$ cat src/rtl/mmio_pkg.sv
package mmio_pkg;
  typedef enum logic [1:0] {
    SRC_MEM  = 2'b00,
    SRC_DEV1 = 2'b01,
    SRC_DEV2 = 2'b10
  } rd_src_e;
endpackage

$ cat src/rtl/mmio_addr_decode.sv
module mmio_addr_decode
  import mmio_pkg::*;
#(
  parameter int ADDR_W = 32,
  parameter logic [ADDR_W-1:0] DEV1_ADDR = 32'hFFFF_FFF4,
  parameter logic [ADDR_W-1:0] DEV2_ADDR = 32'hFFFF_FFF8
) (
  input  logic [ADDR_W-1:0] addr,
  input  logic              we,
  output logic              mem_we,
  output logic [1:0]        dev_we,
  output rd_src_e           src
);
  localparam int NDEV = 2;
  localparam logic [ADDR_W-1:0] DEV_ADDRS [NDEV] = '{DEV1_ADDR, DEV2_ADDR};

  logic [NDEV-1:0] hit;

  for (genvar d = 0; d < NDEV; d++) begin : g_hit
    assign hit[d]    = (addr == DEV_ADDRS[d]);
    assign dev_we[d] = we && hit[d];
  end

  assign mem_we = we && (hit == '0);

  always_comb begin
    unique case (1'b1)
      hit[0]:  src = SRC_DEV1;
      hit[1]:  src = SRC_DEV2;
      default: src = SRC_MEM;
    endcase
  end
endmodule

$ cat src/rtl/mmio_word_mem.sv
module mmio_word_mem #(
  parameter int DATA_W = 32,
  parameter int WORDS  = 64
) (
  input  logic                     clk,
  input  logic                     we,
  input  logic [$clog2(WORDS)-1:0] idx,
  input  logic [DATA_W-1:0]        wdata,
  output logic [DATA_W-1:0]        rdata
);
  logic [DATA_W-1:0] store_q [WORDS];

  always_ff @(posedge clk) begin
    if (we) store_q[idx] <= wdata;
  end

  assign rdata = store_q[idx];
endmodule

$ cat src/rtl/mmio_dev_reg.sv
module mmio_dev_reg #(
  parameter int DATA_W = 32
) (
  input  logic              clk,
  input  logic              rst_n,
  input  logic              we,
  input  logic [DATA_W-1:0] d,
  output logic [DATA_W-1:0] q
);
  always_ff @(posedge clk) begin
    if (!rst_n)  q <= '0;
    else if (we) q <= d;
  end

  // a strobed store is captured on the next edge
  a_r2_capture: assert property (@(posedge clk) disable iff (!rst_n)
    we |=> (q == $past(d)));
  // without a strobe the register holds
  a_r5_hold: assert property (@(posedge clk) disable iff (!rst_n)
    !we |=> $stable(q));
endmodule

$ cat src/rtl/mmio_rdata_mux.sv
module mmio_rdata_mux
  import mmio_pkg::*;
#(
  parameter int DATA_W = 32
) (
  input  rd_src_e           src,
  input  logic [DATA_W-1:0] mem_d,
  input  logic [DATA_W-1:0] dev1_d,
  input  logic [DATA_W-1:0] dev2_d,
  output logic [DATA_W-1:0] y
);
  always_comb begin
    case (src)
      SRC_MEM:  y = mem_d;
      SRC_DEV1: y = dev1_d;
      SRC_DEV2: y = dev2_d;
      default:  y = '0;
    endcase
  end
endmodule

$ cat src/rtl/mmio_bridge.sv
module mmio_bridge
  import mmio_pkg::*;
#(
  parameter int DATA_W = 32,
  parameter int ADDR_W = 32,
  parameter int MEM_WORDS = 64,
  parameter logic [ADDR_W-1:0] DEV1_ADDR = 32'hFFFF_FFF4,
  parameter logic [ADDR_W-1:0] DEV2_ADDR = 32'hFFFF_FFF8
) (
  input  logic              clk,
  input  logic              rst_n,
  input  logic [ADDR_W-1:0] cpu_addr,
  input  logic              cpu_we,
  input  logic [DATA_W-1:0] cpu_wdata,
  output logic [DATA_W-1:0] cpu_rdata,
  output logic [1:0]        rd_sel,
  output logic [DATA_W-1:0] dev1_q,
  output logic [DATA_W-1:0] dev2_q
);
  localparam int IDX_W = $clog2(MEM_WORDS);
  localparam int NDEV  = 2;

  logic              mem_we;
  logic [NDEV-1:0]   dev_we;
  rd_src_e           src;
  logic [DATA_W-1:0] mem_rd;
  logic [DATA_W-1:0] dev_q [NDEV];

  mmio_addr_decode #(
    .ADDR_W(ADDR_W), .DEV1_ADDR(DEV1_ADDR), .DEV2_ADDR(DEV2_ADDR)
  ) u_dec (
    .addr(cpu_addr), .we(cpu_we), .mem_we(mem_we), .dev_we(dev_we), .src(src)
  );

  mmio_word_mem #(.DATA_W(DATA_W), .WORDS(MEM_WORDS)) u_mem (
    .clk(clk), .we(mem_we), .idx(cpu_addr[IDX_W+1:2]),
    .wdata(cpu_wdata), .rdata(mem_rd)
  );

  for (genvar d = 0; d < NDEV; d++) begin : g_dev
    mmio_dev_reg #(.DATA_W(DATA_W)) u_reg (
      .clk(clk), .rst_n(rst_n), .we(dev_we[d]), .d(cpu_wdata), .q(dev_q[d])
    );
  end

  mmio_rdata_mux #(.DATA_W(DATA_W)) u_mux (
    .src(src), .mem_d(mem_rd), .dev1_d(dev_q[0]), .dev2_d(dev_q[1]),
    .y(cpu_rdata)
  );

  assign rd_sel = src;
  assign dev1_q = dev_q[0];
  assign dev2_q = dev_q[1];

  // write enables are mutually exclusive
  a_r9_one_target: assert property (@(posedge clk) disable iff (!rst_n)
    $onehot0({mem_we, dev_we}));
  // select code 11 never leaves the decoder
  a_r6_sel_legal: assert property (@(posedge clk) disable iff (!rst_n)
    rd_sel != 2'b11);
  // a load from device one's word returns its register
  a_r7_dev1_read: assert property (@(posedge clk) disable iff (!rst_n)
    (cpu_addr == DEV1_ADDR) |-> (cpu_rdata == dev1_q));
  // a store to device one's word reaches only device one
  a_r2_dev1_store: assert property (@(posedge clk) disable iff (!rst_n)
    (cpu_we && cpu_addr == DEV1_ADDR) |=> (dev1_q == $past(cpu_wdata)) && $stable(dev2_q));
  // a store elsewhere leaves both device registers alone
  a_r4_mem_store: assert property (@(posedge clk) disable iff (!rst_n)
    (cpu_we && cpu_addr != DEV1_ADDR && cpu_addr != DEV2_ADDR)
      |=> $stable(dev1_q) && $stable(dev2_q));
endmodule

$ cat config.mk
export PLATFORM = sky130hd
export DESIGN_NAME = mmio_bridge
export DESIGN_NICKNAME = d
export VERILOG_FILES = /design/src/rtl/mmio_pkg.sv /design/src/rtl/mmio_addr_decode.sv /design/src/rtl/mmio_word_mem.sv /design/src/rtl/mmio_dev_reg.sv /design/src/rtl/mmio_rdata_mux.sv /design/src/rtl/mmio_bridge.sv
export SDC_FILE = /design/constraint.sdc
export NUM_CORES = 2
export LEC_CHECK = 0
export BUFFER_PORTS_ARGS = -buffer_cell sky130_fd_sc_hd__buf_2
export CORE_ASPECT_RATIO = 1.4
export CORE_MARGIN = 2
export CORE_UTILIZATION = 62
export DETAILED_ROUTE_END_ITERATION = 10
export GPL_TIMING_DRIVEN = 0
export PLACE_DENSITY = 0.8
export SKIP_CTS_REPAIR_TIMING = 1
export SYNTH_ARGS = -nofsm -noshare
export SYNTH_HDL_FRONTEND = slang
export SYNTH_HIERARCHICAL = 1
export SYNTH_SLANG_ARGS = --single-unit
$ cat constraint.sdc
create_clock -name clk -period 4.2 [get_ports clk]
set_clock_uncertainty 0.2 [all_clocks]
set_input_delay 0.42 -clock clk [delete_from_list [all_inputs] [get_ports clk]]
set_output_delay 0.42 -clock clk [all_outputs]
set_load 0.1 [all_outputs]
==> summary.md <==
| Metric | Value |
|---|---|
| RSZ-0062 raised after global routing | true |
| Mapped Cells | 4509 |
| Status | finished with violations |
| CP Data Arrival Time | 3920 ps |
| Final setup violation count | 32 |
| CP dominant cell by count | mux2i_4 |
| Max Freq | 220.2 MHz |
| CP startpoint kind | register |
| Finished Layout Cells | 6889 |
| CTS Buf Count | 184 |
| Most used DFF post-synth | edfxtp_1 |
| Routed wire length | 268100 um |
| CP Buf/Inv Count | 1 |
| Register Area | 62780 um^2 |
| Die area | 134700 um^2 |
| Final Hold Vio Count | 2 |
| Leak | 31.60 nW |
| Die width | 310.8 um |
| Max Transition Viols Final | 0 |
| MaxCap Viol Count | 0 |
| Die Ht | 433.5 um |
| Clock buffer depth | 3 |
| Share of the synthesized area in the top cell type | 0.7527 |
| Hold slack | -3.729 ps |
| Worst vdd ir | 0.4151 mV |
| Fin nets | 5045 |
| Netlist cell types | 63 |
| Yosys top cell by area | edfxtp_1 |
| Global-route wire length before repair | 354300 um |
| Total grt overflow | 0 |
| Slew headroom | 0.06151 |
| Final min period | 4541 ps |
| Most common cell after layout, fill and taps aside | edfxtp_1 |
| Post-synth EDFFs | 2048 |
| Final Cell Area | 97530 um^2 |
| Initial antenna violation count | 12 |
| Filler cells | 6998 |
| IO buf count | 164 |
| Pwr Total | 43.72 mW |
| Period utilization | 1.081 |
| Via density | 7.341 |
| Initial Util | 0.6245 |
| Cells along the critical path | mux4_2 -> mux2i_4 -> nor2_2 -> or4b_4 -> or4_4 -> mux2i_4 -> o2bb2ai_4 -> buf_12 |
| Family with the most delay on the worst path | simple AND/OR/NAND/NOR gates |
| # IOs | 165 |
| Max stage delay on crit path | 610 ps |
| Sequential fraction of the synthesis area | 0.7684 |
| Cell Rows | 157 |
| Reg-to-reg slack, setup | 3110 ps |
| Pre-CTS WS | -3413 ps |
| DR vias | 50572 |
| GRT Util Overall | 0.3799 |
| Area after DPL | 87380 um^2 |
| H-tree depth | 4 |
| Synthesis-stage register bit count | 2112 |
| Post-Syn Area | 81700 um^2 |
| Share of post-route cells with drive strength above 1 | 0.2810 |
| Largest net degree at the start of global routing | 67 |
| Hold Crit Class | input pin to register |
| CP endpoint kind | primary output |
| Synth Area per Inst | 18.12 um^2 |
| Post-synth ARST share | 0 |
| Area taken by multi-input logic gates | 20500 um^2 |
| Hpwl dp | 169300 um |
| Worst setup path class | register to primary output |
| Drt wl/cell | 38.92 um |
| Crit-path max FO | 1 |
| RePlAce Congestion | 1.022 |
| Failing checks | DRC, hold timing, setup timing |
| Synth Warn # | 6 |
| Pre-Repair DR Iteration Count | 11 |
| Slowest stage cell, crit path | or4b_4 |
| Antenna-violating nets left | 0 |
| Worst Path Required | 3580 ps |
| CTS tree | built |
| Clock Latency Late Sink | 830 ps |
| Core area | 130800 um^2 |
| Clock Sinks | 2112 |
| Measured slew at the worst slew-check pin | 1408 ps |
| Final worst slack | -341.4 ps |
| Worst-path clk slew | 60 ps |
| Power per cell area | 448.3 nW/um^2 |
| Placed Cells | 6492 |
| Initial DRC count | 8803 |
| Synth-to-Final Area Change | 19.38% |
| Commonest cells after routing, fill and taps aside | edfxtp_1 (2048), mux2i_1 (297), clkbuf_16 (194) |
| # DRC | 2 |
| Root Driver | clkbuf_16 |
| Vias in the first global route | 47801 |
| Top post-synthesis cells by area | edfxtp_1 (75%), mux2i_1 (4.3%), mux4_2 (2.6%), mux2_2 (2.0%), a221oi_1 (1.9%) |
| Mapped Nets | 4576 |
-- report_power, final --
part           leakage (nW)  total [mW]  internal [mW]  switching, mW
combinational          9.81        3.84           1.20           2.64
sequential             18.9        23.3           23.2         0.0383
clock                  2.85        16.6           9.07           7.53
total                  31.6        43.7           33.5           10.2
-- cells in the mapped netlist, types with 5 or more instances --
master	count
a222oi_1	16
a211oi_1	17
dfxtp_1	64
a31oi_1	43
buf_6	12
o22a_1	70
a221o_1	15
o21ai_0	84
buf_12	9
clkbuf_1	176
nor3_1	24
nand2_1	29
nor2_1	145
buf_2	84
a21oi_1	121
edfxtp_1	2048
buf_1	33
o2bb2ai_2	10
nand2b_1	18
mux2_2	147
nand4_1	8
mux2i_1	355
nor2b_1	72
or4b_1	14
nand3_1	55
and3_1	85
mux4_2	96
o22ai_1	93
o221ai_1	6
a221oi_1	175
and2_1	5
buf_4	9
o2bb2ai_1	37
nor4_1	15
a2111oi_0	15
a22oi_1	188
a22o_1	66
or4_1	15
-- final timing paths --
path / start / end / depth (start not counted)
worst max-delay path: u_mem/store_q[26][13] / cpu_rdata[13] / 8
worst min-delay path: cpu_wdata[20] / u_mem/store_q[58][20] / 1
worst max register to register: g_dev[1].u_reg/q[4] / g_dev[1].u_reg/q[4] / 2
worst min register to register: g_dev[1].u_reg/q[31] / g_dev[1].u_reg/q[31] / 2
-- cell families (layout without fill, tap and decap cells) --
kind of cell / after synthesis / in the layout / share of synthesized area
flops: 2112 / 2112 / 0.7684
buf+inv: 327 / 949 / 0.01966
simple gates: 505 / 505 / 0.03363
other cells: 0 / 9 / 0
mux: 598 / 598 / 0.09022
xor+xnor: 1 / 1 / 0.0001072
compound gates: 966 / 966 / 0.08798
-- layer usage --
metal / wire [um] / up-vias / global-route usage
li1: - / 19568 / -
met1: 82850 / 25342 / 0.4472
met3: 35540 / 1033 / 0.1092
met4: 25670 / 14 / 0.2943
met2: 123900 / 4615 / 0.5938
met5: 190 / - / 0.001443
-- area by class of cell --
cell class	instances	area share
sequential	2112	0.6437
clock buffer	222	0.05040
clock inverter	117	0.009313
antenna	9	0.0002309
multi-input combinational	2070	0.2102
tap	1749	0.02244
buffer	319	0.02845
inverter	3	0.0001539
timing repair buffer	288	0.03511
-- registers in the layout (all words and copies together), names as in the netlist --
name / count
g_dev.u_reg/q: 64
u_mem/store_q: 2048
-- stage by stage --
| stage | util | TNS, ps |
|---|---|---|
| final | 0.7455 | -4785 |
| after global placement | 0.6513 | -5080990 |
| after CTS | 0.7124 | -217050 |
| after floorplan | - | -174.6 |
| after detailed placement | 0.6679 | -1781170 |
| after global routing | 0.7454 | -3606 |
Power figures use the tool's default switching activity.
